--- src/rtl/ring_guard_pkg.sv ---
package ring_guard_pkg;

  localparam int MASK_W = 16;

  typedef enum logic [1:0] {
    REF_READ = 2'd0,
    REF_XFER = 2'd1,
    REF_CALL = 2'd2,
    REF_RSVD = 2'd3
  } refKind_t;

  // violation mask bit positions
  localparam int BIT_ORDER    = 0;
  localparam int BIT_XRANGE   = 1;
  localparam int BIT_NOEXEC   = 2;
  localparam int BIT_RDRING   = 3;
  localparam int BIT_RDSEG    = 4;
  localparam int BIT_ENTRY    = 7;
  localparam int BIT_ABOVER3  = 8;
  localparam int BIT_BELOWR1  = 9;
  localparam int BIT_INWARD   = 10;
  localparam int BIT_XRING    = 12;
  localparam int BIT_ALARM    = 13;
  localparam int BIT_BOUND    = 15;

  typedef struct packed {
    logic load;
    logic isRead;
    logic isXfer;
    logic isCall;
  } ctrlStrobes_t;

endpackage

--- src/rtl/ring_guard_ctrl.sv ---
module ring_guard_ctrl
  import ring_guard_pkg::*;
(
  input  logic         clk,
  input  logic         rstN,
  input  logic         inValid,
  input  logic [1:0]   refKind,
  output ctrlStrobes_t strobes,
  output logic         outValid
);

  refKind_t kind;

  always_comb begin
    kind           = refKind_t'(refKind);
    strobes.load   = inValid;
    strobes.isXfer = (kind == REF_XFER);
    strobes.isCall = (kind == REF_CALL);
    // the spare code falls back to the plain read rules
    strobes.isRead = (kind == REF_READ) || (kind == REF_RSVD);
  end

  always_ff @(posedge clk) begin
    if (!rstN) outValid <= 1'b0;
    else       outValid <= inValid;
  end

endmodule

--- src/rtl/ring_guard_dp.sv ---
module ring_guard_dp
  import ring_guard_pkg::*;
#(
  parameter int RING_W  = 3,
  parameter int SEG_W   = 15,
  parameter int ADDR_W  = 18,
  parameter int BOUND_W = 14,
  parameter int ENTRY_W = 14
) (
  input  logic                clk,
  input  logic                rstN,
  input  ctrlStrobes_t        strobes,
  input  logic [RING_W-1:0]   r1,
  input  logic [RING_W-1:0]   r2,
  input  logic [RING_W-1:0]   r3,
  input  logic                permRead,
  input  logic                permExec,
  input  logic                gateBit,
  input  logic [ENTRY_W-1:0]  entryBound,
  input  logic [BOUND_W-1:0]  segBound,
  input  logic [RING_W-1:0]   curRing,
  input  logic [SEG_W-1:0]    curSeg,
  input  logic [RING_W-1:0]   tgtRing,
  input  logic [SEG_W-1:0]    tgtSeg,
  input  logic [ADDR_W-1:0]   compAddr,
  input  logic                absMode,
  input  logic [RING_W-1:0]   alarmRing,
  output logic [MASK_W-1:0]   outMask,
  output logic [RING_W-1:0]   outRing
);

  localparam int BLOCK_SHIFT = ADDR_W - BOUND_W;

  logic [BOUND_W-1:0] addrBlock;
  logic [ADDR_W-1:0]  entryWide;
  logic               sameSeg;
  logic               skipEntry;
  logic [MASK_W-1:0]  nextMask;
  logic [RING_W-1:0]  nextRing;

  assign addrBlock = compAddr[ADDR_W-1:BLOCK_SHIFT];
  assign entryWide = ADDR_W'(entryBound);
  assign sameSeg   = (curSeg == tgtSeg);
  assign skipEntry = gateBit || (sameSeg && !absMode);

  always_comb begin
    nextMask = '0;
    nextRing = tgtRing;

    if (!((r1 <= r2) && (r2 <= r3))) nextMask[BIT_ORDER] = 1'b1;
    if (addrBlock > segBound)        nextMask[BIT_BOUND] = 1'b1;

    if (strobes.isCall) begin
      if (!permExec)                              nextMask[BIT_NOEXEC]  = 1'b1;
      if (!skipEntry && (compAddr >= entryWide))  nextMask[BIT_ENTRY]   = 1'b1;
      if (tgtRing > r3)                           nextMask[BIT_ABOVER3] = 1'b1;
      if (tgtRing < r1)                           nextMask[BIT_BELOWR1] = 1'b1;
      if ((tgtRing > curRing) && (curRing < r2))  nextMask[BIT_INWARD]  = 1'b1;
      if (tgtRing > r2)                           nextRing = r2;
    end else if (strobes.isXfer) begin
      if ((tgtRing < r1) || (tgtRing > r2))       nextMask[BIT_XRANGE]  = 1'b1;
      if (!permExec)                              nextMask[BIT_NOEXEC]  = 1'b1;
      if (curRing != tgtRing)                     nextMask[BIT_XRING]   = 1'b1;
      if ((alarmRing != '0) && !(curRing < alarmRing))
                                                  nextMask[BIT_ALARM]   = 1'b1;
    end else if (strobes.isRead) begin
      if (tgtRing > r2)                           nextMask[BIT_RDRING]  = 1'b1;
      if (!permRead) begin
        nextRing = curRing;
        if (!sameSeg)                             nextMask[BIT_RDSEG]   = 1'b1;
      end
    end
  end

  always_ff @(posedge clk) begin
    if (!rstN) begin
      outMask <= '0;
      outRing <= '0;
    end else if (strobes.load) begin
      outMask <= nextMask;
      outRing <= nextRing;
    end
  end

endmodule

--- src/rtl/ring_guard.sv ---
module ring_guard
  import ring_guard_pkg::*;
#(
  parameter int RING_W  = 3,
  parameter int SEG_W   = 15,
  parameter int ADDR_W  = 18,
  parameter int BOUND_W = 14,
  parameter int ENTRY_W = 14
) (
  input  logic               clk,
  input  logic               rstN,
  input  logic               inValid,
  input  logic [1:0]         refKind,
  input  logic [RING_W-1:0]  r1,
  input  logic [RING_W-1:0]  r2,
  input  logic [RING_W-1:0]  r3,
  input  logic               permRead,
  input  logic               permExec,
  input  logic               gateBit,
  input  logic [ENTRY_W-1:0] entryBound,
  input  logic [BOUND_W-1:0] segBound,
  input  logic [RING_W-1:0]  curRing,
  input  logic [SEG_W-1:0]   curSeg,
  input  logic [RING_W-1:0]  tgtRing,
  input  logic [SEG_W-1:0]   tgtSeg,
  input  logic [ADDR_W-1:0]  compAddr,
  input  logic               absMode,
  input  logic [RING_W-1:0]  alarmRing,
  output logic               outValid,
  output logic [15:0]        outMask,
  output logic [RING_W-1:0]  outRing
);

  ctrlStrobes_t strobes;

  ring_guard_ctrl u_ctrl (
    .clk      (clk),
    .rstN     (rstN),
    .inValid  (inValid),
    .refKind  (refKind),
    .strobes  (strobes),
    .outValid (outValid)
  );

  ring_guard_dp #(
    .RING_W  (RING_W),
    .SEG_W   (SEG_W),
    .ADDR_W  (ADDR_W),
    .BOUND_W (BOUND_W),
    .ENTRY_W (ENTRY_W)
  ) u_dp (
    .clk        (clk),
    .rstN       (rstN),
    .strobes    (strobes),
    .r1         (r1),
    .r2         (r2),
    .r3         (r3),
    .permRead   (permRead),
    .permExec   (permExec),
    .gateBit    (gateBit),
    .entryBound (entryBound),
    .segBound   (segBound),
    .curRing    (curRing),
    .curSeg     (curSeg),
    .tgtRing    (tgtRing),
    .tgtSeg     (tgtSeg),
    .compAddr   (compAddr),
    .absMode    (absMode),
    .alarmRing  (alarmRing),
    .outMask    (outMask),
    .outRing    (outRing)
  );

endmodule

--- config.mk ---
export PLATFORM = sky130hd
export DESIGN_NAME = ring_guard
export DESIGN_NICKNAME = d
export VERILOG_FILES = /design/src/rtl/ring_guard_pkg.sv /design/src/rtl/ring_guard_ctrl.sv /design/src/rtl/ring_guard_dp.sv /design/src/rtl/ring_guard.sv
export SDC_FILE = /design/constraint.sdc
export NUM_CORES = 1
export LEC_CHECK = 0
export BUFFER_PORTS_ARGS = -buffer_cell sky130_fd_sc_hd__buf_2
export CAP_MARGIN = 20
export CELL_PAD_IN_SITES_DETAIL_PLACEMENT = 0
export CELL_PAD_IN_SITES_GLOBAL_PLACEMENT = 1
export CORE_MARGIN = 4
export CORE_UTILIZATION = 33
export DETAILED_ROUTE_END_ITERATION = 12
export PLACE_DENSITY_LB_ADDON = 0.2
export SLEW_MARGIN = 20
export SYNTH_ARGS = -nofsm -noshare
export SYNTH_HDL_FRONTEND = slang
export SYNTH_SLANG_ARGS = --single-unit
--- constraint.sdc ---
create_clock -name clk -period 4.2 [get_ports clk]
set_clock_uncertainty 0.2 [all_clocks]
set_input_delay 0.21 -clock clk [delete_from_list [all_inputs] [get_ports clk]]
set_output_delay 0.21 -clock clk [all_outputs]
set_load 0.005 [all_outputs]
==> summary.log, run 1 <==
INFO  worst_hold_path hold_path_depth=4
INFO  die            die_area=7961squm
INFO  critical_path  critical_path.reg2reg.startpoint=u_dp.outMask[7]
INFO  yosys          synthDistinctLibCells=49
INFO  clocking       clockBufferDepth=2
INFO  clocking       clock_tree_from_tritoncts=yes
INFO  sta            finalSetupTns=0ps
INFO  clocking       cts-htree-levels=1
INFO  grt            grt_overflow=0
INFO  grt            track_usage=0.1411
INFO  power_and_ir_drop leakagePower=1.610nW
INFO  yosys          seq_area_frac_synth=0.1471
INFO  yosys          synth_most_common_cell=ha_1
INFO  critical_path  crit-reg2reg-capture=u_dp.outMask[7]
INFO  die            die_width=89.23um
INFO  grt            grt_pass1_wl=8921um
INFO  grt            met2_usage=0.2338
INFO  clocking       cts-root-buf=clkbuf_8
INFO  power_and_ir_drop pwr_density_cell=181.8nW/um^2
INFO  sta            finalCritPeriodShare=0.4056
INFO  die            std_cell_rows=29
INFO  cells_and_area layout.filler_cells=679
INFO  clocking       hold_bufs_at_cts=0
INFO  die            floorplan.core_area=6386squm
INFO  die            floorplan.initialDensity=0.3409
INFO  critical_path  criticalPathCategory=input port to register
INFO  clocking       cts.repair_timing.setup_buffer_count=0
INFO  grt            grt_util_met3=0.03410
INFO  worst_hold_path timing.hold.worst_endpoint=u_dp.outMask[2]
INFO  detailed_routing vias=2206
INFO  cells_and_area final_nets=546
INFO  critical_path  element_type_at_the_critical_path_end=register
INFO  yosys          synthFlopType=dfxtp_1
INFO  detailed_routing drc=0
INFO  cells_and_area diodes=0
INFO  sta            timing.final.max_slew_violations=0
INFO  cells_and_area layout-drive-gt1-share=0.3325
INFO  detailed_routing avgViaCountPerCell=4.714
INFO  clocking       worst_setup_hold_path_clk_slew=70ps
INFO  critical_path  r2r_slack=3030ps
INFO  grt            pin_count_of_the_biggest_net_entering_global_routing=15
INFO  detailed_routing totalWireLength=6045um
INFO  yosys          postSynth.asyncResetShare=0
INFO  yosys          synth_top_cells_by_count=ha_1 (51), inv_1 (48), a21oi_1 (19)
INFO  grt            grt_pass1_vias=1960
INFO  critical_path  cp.arrival=1650ps
INFO  clocking       cts_sinks=16
INFO  flow_run       maxcap_viol_count=0
INFO  power_and_ir_drop total_power=523.7uW
INFO  worst_hold_path hold_path_start=permExec
INFO  die            ios=123
INFO  critical_path  timing.critical_path.required=4150ps
INFO  place          place_hpwl=5479um
INFO  clocking       post_cts_resize_count=0
INFO  grt            routing_layer_with_the_top_usage_in_global_route=met2
INFO  cells_and_area area_delta_synth_final=32.30%
INFO  sta            report.final.hold_viol_count=0
INFO  place          gp_congestion=0.7750
INFO  clocking       worstSkewPairLatency=250ps
INFO  critical_path  worstPathMaxFanout=13
INFO  detailed_routing final_antenna_net_count=0
INFO  yosys          postSynthCellCount=275
INFO  critical_path  rr_worst_depth=4
INFO  cells_and_area fin_util=0.4510
INFO  die            die_height=89.23um
INFO  critical_path  worst_setup_path_start_kind=input port
INFO  yosys          dominant_cells_by_area_after_synthesis=ha_1 (29%), dfxtp_1 (15%), inv_1 (8.3%)
INFO  yosys          synth.avg_cell_area=7.917squm
INFO  status         status=completed
INFO  yosys          post-synth-top-area-cell=ha_1
INFO  grt            groute.layer.met1.usage=0.1932
INFO  yosys          cell_area_after_technology_mapping=2177squm
INFO  sta            max_freq=587.0MHz
INFO  yosys          synth_seq_cells=16
INFO  place          portBuffers=118
INFO  grt            grt_antenna_before_repair=0
INFO  yosys          synth_top_area_frac=0.2931
INFO  detailed_routing firstDrtPassIters=4
INFO  yosys          synth_enable_flop_cells=0
INFO  sta            setup_viol_count_final=0
INFO  detailed_routing drt_iter0_markers=48
INFO  worst_hold_path min_path_type=input port to register
INFO  sta            grt_setup_unrepaired=no
INFO  detailed_routing route.detailed.wl_per_inst=12.92um
INFO  power_and_ir_drop vdd_drop_max=0.1035mV
INFO  sta            timing.final.crit_period=1704ps
INFO  sta            whs=63.22ps
INFO  yosys          synthesis.yosys.warnings=0
INFO  clocking       cts_made_buffers=3
-- cell type report --
class                      instances  area, sq um  share of cell area
multi-input combinational        204         1634              0.5673
timing repair buffer             118        590.6              0.2050
sequential                        16        320.3              0.1112
inverter                          49        183.9             0.06386
tap                               77        96.34             0.03345
clock buffer                       4        55.05             0.01911
-- cells in the final DEF, fill, tap and decap left out, types with 8 or more instances in the layout --
| cell type | Yosys | final |
|---|---|---|
| ha_1 | 51 | 51 |
| nor2_1 | 8 | 8 |
| a21oi_1 | 19 | 19 |
| nand3_1 | 11 | 11 |
| nor2b_1 | 9 | 9 |
| xor2_1 | 12 | 12 |
| dfxtp_1 | 16 | 16 |
| nand2_1 | 11 | 11 |
| o21ai_0 | 10 | 10 |
| inv_1 | 48 | 48 |
| buf_2 | 1 | 118 |
-- worst max path at each step --
stage | end | slack (ps) | cells past startpoint | from
final | u_dp.outRing[0] | 2500 | 8 | refKind[0]
after global routing | u_dp.outRing[0] | 2380 | 8 | refKind[0]
after CTS | u_dp.outRing[0] | 2510 | 8 | r2[1]
after detailed placement | u_dp.outRing[0] | 2240 | 8 | r2[1]
after global placement | u_dp.outRing[0] | 2270 | 8 | r2[1]
after floorplan | u_dp.outRing[0] | 2440 | 7 | r2[1]
-- power breakdown --
group | total [mW] | switching (mW) | internal, mW
registers | 0.163 | 0.00374 | 0.159
clock network | 0.138 | 0.0551 | 0.0832
logic | 0.222 | 0.112 | 0.111
total | 0.524 | 0.171 | 0.353
-- worst max-delay path, stage by stage --
cell	delay, ps
buf_2	90
inv_1	40
ha_1	330
nor3b_1	290
nor2b_1	260
and2b_1	160
a311oi_1	50
a32o_1	230
-- routing by layer --
metal  up-vias  part of all wire
li1       1193                 -
met1       934              0.45
met2        77              0.46
met3         2             0.085
met4         0            0.0017
met5         -                 0
-- stage by stage --
step	instances	setup WS [ps]	area, sq um
after floorplan	278	2435	2188
after global placement	464	2271	2825
after detailed placement	464	2236	2825
after CTS	468	2506	2880
after global routing	468	2380	2880
final	468	2496	2880
-- kinds of logic after synthesis --
logic type | Yosys count | share of synthesized area
xor+xnor | 15 | 0.06035
compound gates | 66 | 0.2069
other cells | 1 | 0.001722
buf+inv | 58 | 0.1075
fa+ha+maj | 51 | 0.2931
simple gates | 68 | 0.1833
flops | 16 | 0.1471
-- flip-flops by register name (all words and copies together) (netlist names) --
| signal | flops |
|---|---|
| u_dp.outMask | 12 |
| u_dp.outRing | 3 |
| u_ctrl.outValid | 1 |
(Power assumes the default switching activity.)
==> inputs of run 2 (changes only) <==
--- a/config.mk
+++ b/config.mk
@@ -5,12 +5,13 @@
 export SDC_FILE = /design/constraint.sdc
 export NUM_CORES = 1
 export LEC_CHECK = 0
+export ABC_AREA = 1
 export BUFFER_PORTS_ARGS = -buffer_cell sky130_fd_sc_hd__buf_2
 export CAP_MARGIN = 20
 export CELL_PAD_IN_SITES_DETAIL_PLACEMENT = 0
 export CELL_PAD_IN_SITES_GLOBAL_PLACEMENT = 1
 export CORE_MARGIN = 4
-export CORE_UTILIZATION = 33
+export CORE_UTILIZATION = 27
 export DETAILED_ROUTE_END_ITERATION = 12
 export PLACE_DENSITY_LB_ADDON = 0.2
 export SLEW_MARGIN = 20
==> constraint.sdc (replaced) <==
create_clock -name clk -period 1.48 [get_ports clk]
set_clock_uncertainty 0.2 [all_clocks]
set_input_delay 0.074 -clock clk [delete_from_list [all_inputs] [get_ports clk]]
set_output_delay 0.074 -clock clk [all_outputs]
set_load 0.005 [all_outputs]
==> summary.log, run 2 <==
INFO  critical_path  cp.arrival=1370ps [-280 ps]
INFO  critical_path  element_type_at_the_critical_path_end=register
INFO  worst_hold_path hold_path_depth=3 [-1]
INFO  critical_path  critical_path.reg2reg.startpoint=u_dp.outMask[2]
INFO  yosys          post_synth_mux_area_share=0 [unchanged]
INFO  power_and_ir_drop vdd_drop_max=0.2529mV [+140%]
INFO  power_and_ir_drop leakagePower=2.042nW [+27%]
INFO  critical_path  rr_worst_depth=2 [-2]
INFO  critical_path  worst_setup_path_start_kind=input port
INFO  clocking       cts-root-buf=clkbuf_8
INFO  critical_path  timing.critical_path.required=1460ps [-2690 ps]
INFO  sta            timing.final.max_slew_violations=0 [unchanged]
INFO  detailed_routing totalWireLength=6453um [+6.7%]
INFO  die            die_width=101.0um [+13%]
INFO  worst_hold_path timing.hold.worst_endpoint=u_dp.outRing[0]
INFO  yosys          complex_gate_fraction_of_the_synthesized_area=0.1533 [-0.05363]
INFO  detailed_routing final_antenna_net_count=0 [unchanged]
INFO  yosys          seq_area_frac_synth=0.1372 [-0.009935]
INFO  clocking       clockBufferDepth=2 [unchanged]
INFO  yosys          synthFlopType=dfxtp_1
INFO  yosys          synthesis.yosys.warnings=0 [unchanged]
INFO  die            ios=123 [unchanged]
INFO  die            floorplan.initialDensity=0.2813 [-0.05959]
INFO  die            std_cell_rows=33 [+14%]
INFO  sta            grt_setup_unrepaired=no
INFO  critical_path  criticalPathCategory=input port to register
INFO  sta            timing.final.crit_period=1392ps
INFO  die            die_height=101.0um [+13%]
INFO  yosys          basic_gate_share_of_the_synthesized_area_counting_and_or_nand_and_nor_cells=0.2658 [+0.08248]
INFO  clocking       cts-htree-levels=1 [unchanged]
INFO  clocking       worstSkewPairLatency=250ps [about the same]
INFO  sta            finalCritPeriodShare=0.9409
INFO  cells_and_area diodes=0 [unchanged]
INFO  yosys          dominant_cells_by_area_after_synthesis=ha_1 (27%), nand2_1 (15%), inv_1 (14%)
INFO  critical_path  r2r_slack=580ps [-2450 ps]
INFO  detailed_routing drt_iter0_markers=72 [+50%]
INFO  yosys          postSynth.asyncResetShare=0 [unchanged]
INFO  clocking       worst_setup_hold_path_clk_slew=60ps [about the same]
INFO  yosys          adder_and_majority_gate_portion_of_the_synthesized_area=0.2733 [-0.01979]
INFO  critical_path  critical_path.max_stage_delay=520ps [+190 ps]
INFO  cells_and_area mostFrequentLayoutCell=buf_2
INFO  grt            grt_pass1_wl=10840um [+21%]
INFO  cells_and_area largest_register=u_dp.outMask
INFO  worst_hold_path min_path_type=input port to register
INFO  yosys          synth_seq_cells=16 [unchanged]
INFO  detailed_routing vias=2659 [+21%]
INFO  yosys          synthDistinctLibCells=28 [-43%]
INFO  cells_and_area layout.cells.most_common_list=buf_2 (118), nand2_1 (91), inv_1 (89)
INFO  cells_and_area final_nets=679 [+24%]
INFO  yosys          postSynthCellCount=383 [+39%]
INFO  detailed_routing firstDrtPassIters=4 [unchanged]
INFO  yosys          cell_area_after_technology_mapping=2335squm [+7.2%]
INFO  detailed_routing drc=0 [unchanged]
INFO  critical_path  startpoint=alarmRing[2]
INFO  clocking       cts_sinks=16 [unchanged]
INFO  place          portBuffers=118 [unchanged]
INFO  sta            setup_viol_count_final=0 [unchanged]
INFO  clocking       cts_made_buffers=3 [unchanged]
INFO  yosys          synth_most_common_cell=nand2_1
INFO  critical_path  worstPathMaxFanout=2 [-11]
INFO  cells_and_area post_layout_nonfiller_instances=628 [+34%]
INFO  die            floorplan.core_area=8299squm [+30%]
INFO  clocking       clock_tree_from_tritoncts=yes
INFO  detailed_routing route.detailed.wl_per_inst=10.28um [-20%]
INFO  cells_and_area layout-drive-gt1-share=0.2849 [-0.04759]
INFO  yosys          synth_top_area_frac=0.2733 [-0.01979]
INFO  clocking       cts.repair_timing.setup_buffer_count=0 [unchanged]
INFO  die            die_area=10200squm [+28%]
INFO  cells_and_area area_delta_synth_final=40.25%
INFO  sta            whs=31.76ps [-31.45 ps]
INFO  grt            grt_overflow=0 [unchanged]
INFO  place          gp_congestion=0.7717 [-0.43%]
INFO  critical_path  crit_path_top_delay_cell=dlygate4sd3_1
INFO  cells_and_area top_regs=u_dp.outMask (12), u_dp.outRing (3), u_ctrl.outValid (1)
INFO  yosys          synthXorXnorAreaFrac=0.003751 [-0.05659]
INFO  yosys          synth.avg_cell_area=6.096squm [-23%]
INFO  place          place_hpwl=5874um [+7.2%]
INFO  worst_hold_path hold_path_start=r2[0]
INFO  detailed_routing avgViaCountPerCell=4.234 [-10%]
INFO  status         status=completed
INFO  grt            grt_pass1_vias=2524 [+29%]
INFO  yosys          synth_top_family_by_area=adder cells
INFO  flow_run       maxcap_viol_count=0 [unchanged]
INFO  yosys          synth_top_cells_by_count=nand2_1 (91), inv_1 (90), ha_1 (51)
INFO  sta            report.final.hold_viol_count=0 [unchanged]
INFO  yosys          post-synth-top-area-cell=ha_1
INFO  critical_path  crit-reg2reg-capture=u_dp.outMask[2]
INFO  place          numPlacedInstances=618 [+33%]
INFO  critical_path  crit_path_cell_trace=dlygate4sd3_1 -> buf_2 -> inv_2 -> ha_4 -> nand3_1 -> nand2_1 -> o311ai_1 -> a21oi_1
INFO  power_and_ir_drop pwr_density_cell=460.2nW/um^2 [+150%]
INFO  yosys          synth_enable_flop_cells=0 [unchanged]
INFO  sta            max_freq=718.1MHz
INFO  grt            track_usage=0.1259 [-0.01518]
INFO  grt            pin_count_of_the_biggest_net_entering_global_routing=10 [-5]
INFO  grt            grt_antenna_before_repair=0 [unchanged]
INFO  cells_and_area largest_register_ff_count=12 [unchanged]
-- run 2: final cells by class --
type | count | area [sq um]
clock buffers | 3 | 41.29
fillers | 924 | 5025
inverters | 92 | 345.3
multi-input cells | 272 | 1663
flip-flops and latches | 16 | 320.3
well taps | 105 | 131.4
repair buffers | 140 | 773.2
-- run 2: routing by layer --
layer | GRT usage | up-vias | wire length, um
met5 | 0 | - | 0
met4 | 0.003067 | 0 | 11
met3 | 0.02284 | 2 | 494
met2 | 0.2228 | 71 | 3033
met1 | 0.1685 | 1101 | 2913
li1 | - | 1485 | -
-- run 2: logic make-up after synthesis --
kind of cell    Yosys count
fa+ha+maj                51
compound gates           66
simple gates            150
buf+inv                  98
other cells               1
flops                    16
xor+xnor                  1
-- run 2: worst max path at each step --
stage	slack, ps	to	cells past startpoint
after global routing	10	u_dp.outMask[13]	8
after global placement	-50	u_dp.outMask[1]	9
after CTS	30	u_dp.outMask[13]	8
after detailed placement	-50	u_dp.outMask[1]	9
after floorplan	120	u_dp.outMask[1]	8
final	90	u_dp.outMask[13]	8
-- run 2: report_power, final --
group,total [mW],internal (mW),leakage (nW),switching [mW]
Sequential,0.465,0.453,0.131,0.0115
Combinational,0.716,0.345,1.89,0.371
Clock,0.327,0.181,0.0216,0.146
-- run 2: critical path: cells and delay by family --
family / cells / cell delay [ps]
simple gates: 2 / 130
compound gates: 2 / 230
fa+ha+maj: 1 / 260
buf+inv: 3 / 680
-- run 2: metrics by stage --
stage | area, sq um | utilization | total power [mW] | worst slack (ps) | TNS, ps
after floorplan | 2346 | - | 0.8648 | 122.2 | 0
after global placement | 3141 | 0.3784 | 1.167 | -45.74 | -62.49
after detailed placement | 3141 | 0.3784 | 1.176 | -45.70 | -91.76
after CTS | 3252 | 0.3918 | 1.522 | 27.10 | 0
after global routing | 3274 | 0.3945 | 1.664 | 11.11 | 0
final | 3274 | 0.3945 | 1.507 | 87.51 | 0
-- run 2: timing repair --
action | 4_1_cts | 5_1_grt
resized for setup | 0 | 4
hold buffers | 7 | 0
setup endpoints to repair | 0 | 3
endpoints found under the hold margin | 9 | 0
==> inputs of run 3 (changes only) <==
--- a/config.mk
+++ b/config.mk
@@ -13,7 +13,7 @@
 export CORE_MARGIN = 4
 export CORE_UTILIZATION = 27
 export DETAILED_ROUTE_END_ITERATION = 12
-export PLACE_DENSITY_LB_ADDON = 0.2
+export PLACE_DENSITY_LB_ADDON = 0.08
 export SLEW_MARGIN = 20
 export SYNTH_ARGS = -nofsm -noshare
 export SYNTH_HDL_FRONTEND = slang
==> summary.log, run 3 (synthesis results as in run 2) <==
INFO  detailed_routing final_antenna_net_count=0 [unchanged]
INFO  grt            grt_pass1_wl=10710um [-1.2%]
INFO  cells_and_area diodes=0 [unchanged]
INFO  sta            setup_viol_count_final=0 [unchanged]
INFO  status         status=completed
INFO  cells_and_area largest_register_ff_count=12 [unchanged]
INFO  critical_path  worst_setup_path_start_kind=input port
INFO  die            die_height=101.0um [unchanged]
INFO  worst_hold_path hold_path_depth=2 [-1]
INFO  die            floorplan.initialDensity=0.2813 [unchanged]
INFO  clocking       cts.repair_timing.setup_buffer_count=0 [unchanged]
INFO  detailed_routing drc=0 [unchanged]
INFO  sta            timing.final.max_slew_violations=0 [unchanged]
INFO  power_and_ir_drop pwr_density_cell=460.2nW/um^2 [about the same]
INFO  die            floorplan.core_area=8299squm [unchanged]
INFO  sta            finalCritPeriodShare=0.8587 [-0.08217]
INFO  critical_path  critical_path.reg2reg.startpoint=u_dp.outMask[2]
INFO  clocking       worst_setup_hold_path_clk_slew=60ps [about the same]
INFO  grt            grt_overflow=0 [unchanged]
INFO  place          place_hpwl=6026um [+2.6%]
INFO  flow_run       maxcap_viol_count=0 [unchanged]
INFO  power_and_ir_drop leakagePower=2.042nW [about the same]
INFO  clocking       clock_tree_from_tritoncts=yes
INFO  critical_path  rr_worst_depth=2 [unchanged]
INFO  clocking       worstSkewPairLatency=240ps [about the same]
INFO  grt            track_usage=0.1269 [+0.0009090]
INFO  sta            max_freq=786.9MHz [+9.6%]
INFO  die            die_width=101.0um [unchanged]
INFO  power_and_ir_drop total_power=1.495mW [-0.80%]
INFO  detailed_routing vias=2690 [+1.2%]
INFO  detailed_routing drt_iter0_markers=56 [-22%]
INFO  die            ios=123 [unchanged]
INFO  worst_hold_path min_path_type=input port to register
INFO  detailed_routing totalWireLength=6638um [+2.9%]
INFO  place          gp_congestion=0.7861 [+1.9%]
INFO  critical_path  startpoint=rstN
INFO  cells_and_area largest_register=u_dp.outMask
INFO  sta            grt_setup_unrepaired=no
INFO  cells_and_area final_nets=675 [-0.59%]
INFO  sta            finalSetupTns=0ps [unchanged]
INFO  critical_path  criticalPathCategory=input port to register
INFO  critical_path  worstPathMaxFanout=9 [+7]
INFO  cells_and_area layout.cells.most_common_list=buf_2 (116), nand2_1 (91), inv_1 (90)
INFO  cells_and_area layout.filler_cells=957 [+3.6%]
INFO  sta            report.final.hold_viol_count=0 [unchanged]
INFO  detailed_routing firstDrtPassIters=4 [unchanged]
INFO  grt            grt_pass1_vias=2527 [+0.12%]
INFO  clocking       clockBufferDepth=2 [unchanged]
INFO  grt            grt_antenna_before_repair=0 [unchanged]
INFO  detailed_routing avgViaCountPerCell=4.311 [+1.8%]
INFO  place          dp_slack=-87.57ps [-41.87 ps]
INFO  cells_and_area layout-drive-gt1-share=0.2775 [-0.007438]
INFO  critical_path  element_type_at_the_critical_path_end=register
INFO  sta            post-route-worst-setup-slack=209.1ps [+121.6 ps]
INFO  place          portBuffers=118 [unchanged]
INFO  power_and_ir_drop vdd_drop_max=0.2081mV [-18%]
INFO  grt            pin_count_of_the_biggest_net_entering_global_routing=12 [+2]
INFO  critical_path  cp.arrival=1250ps [-120 ps]
INFO  clocking       cts-root-buf=clkbuf_8
INFO  cells_and_area area_delta_synth_final=39.12%
INFO  cells_and_area post_layout_nonfiller_instances=624 [-0.64%]
INFO  place          placedInstanceArea=3126squm [-0.48%]
INFO  sta            whs=0.7368ps [-31.03 ps]
INFO  critical_path  timing.critical_path.required=1450ps [about the same]
INFO  die            std_cell_rows=33 [unchanged]
INFO  detailed_routing route.detailed.wl_per_inst=10.64um [+3.5%]
INFO  clocking       cts_sinks=16 [unchanged]
INFO  clocking       cts_made_buffers=3 [unchanged]
INFO  place          numPlacedInstances=616 [-0.32%]
INFO  die            die_area=10200squm [unchanged]
INFO  sta            timing.final.crit_period=1271ps [-121.6 ps]
INFO  cells_and_area mostFrequentLayoutCell=buf_2
INFO  clocking       cts-htree-levels=1 [unchanged]
INFO  worst_hold_path hold_path_start=inValid
INFO  cells_and_area fin_area=3248squm [-0.80%]
INFO  cells_and_area top_regs=u_dp.outMask (12), u_dp.outRing (3), u_ctrl.outValid (1)
INFO  cells_and_area fin_util=0.3914 [-0.003166]
## run 3: path summary, 6_finish.rpt
path	endpoint	slack [ps]
worst min-delay path	u_dp.outMask[2]	0.7
worst max register to register	u_dp.outMask[2]	610
worst min register to register	u_dp.outMask[13]	260
worst max-delay path	u_dp.outMask[12]	210
## run 3: critical path, stage by stage
cell	delay (ps)
dlygate4sd3_1	520
buf_2	190
clkinv_1	270
a21oi_1	190
## run 3: final cells by class
| class | count | area (sq um) | share of cell area |
|---|---|---|---|
| clock buffer | 3 | 41.29 | 0.01271 |
| inverter | 92 | 345.3 | 0.1063 |
| multi-input combinational | 272 | 1657 | 0.5100 |
| sequential | 16 | 320.3 | 0.09861 |
| tap | 105 | 131.4 | 0.04045 |
| timing repair buffer | 136 | 753.2 | 0.2319 |
## run 3: power by group
group / internal (mW) / switching [mW]
combinational: 0.340 / 0.368
sequential: 0.453 / 0.0109
clock: 0.180 / 0.142
## run 3: repair_timing
item,CTS,global route
endpoints found under the hold margin,9,0
setup endpoints to repair,0,1
hold buffers,7,0
resized for setup,0,4
## run 3: layer usage
layer	global-route usage	wire [um]	part of all wire	vias to the layer above
met5	0	0	0	-
met4	0.01431	32	0.0048	0
met3	0.02768	497	0.075	4
met2	0.2324	3197	0.48	73
met1	0.1557	2910	0.44	1132
li1	-	-	-	1481
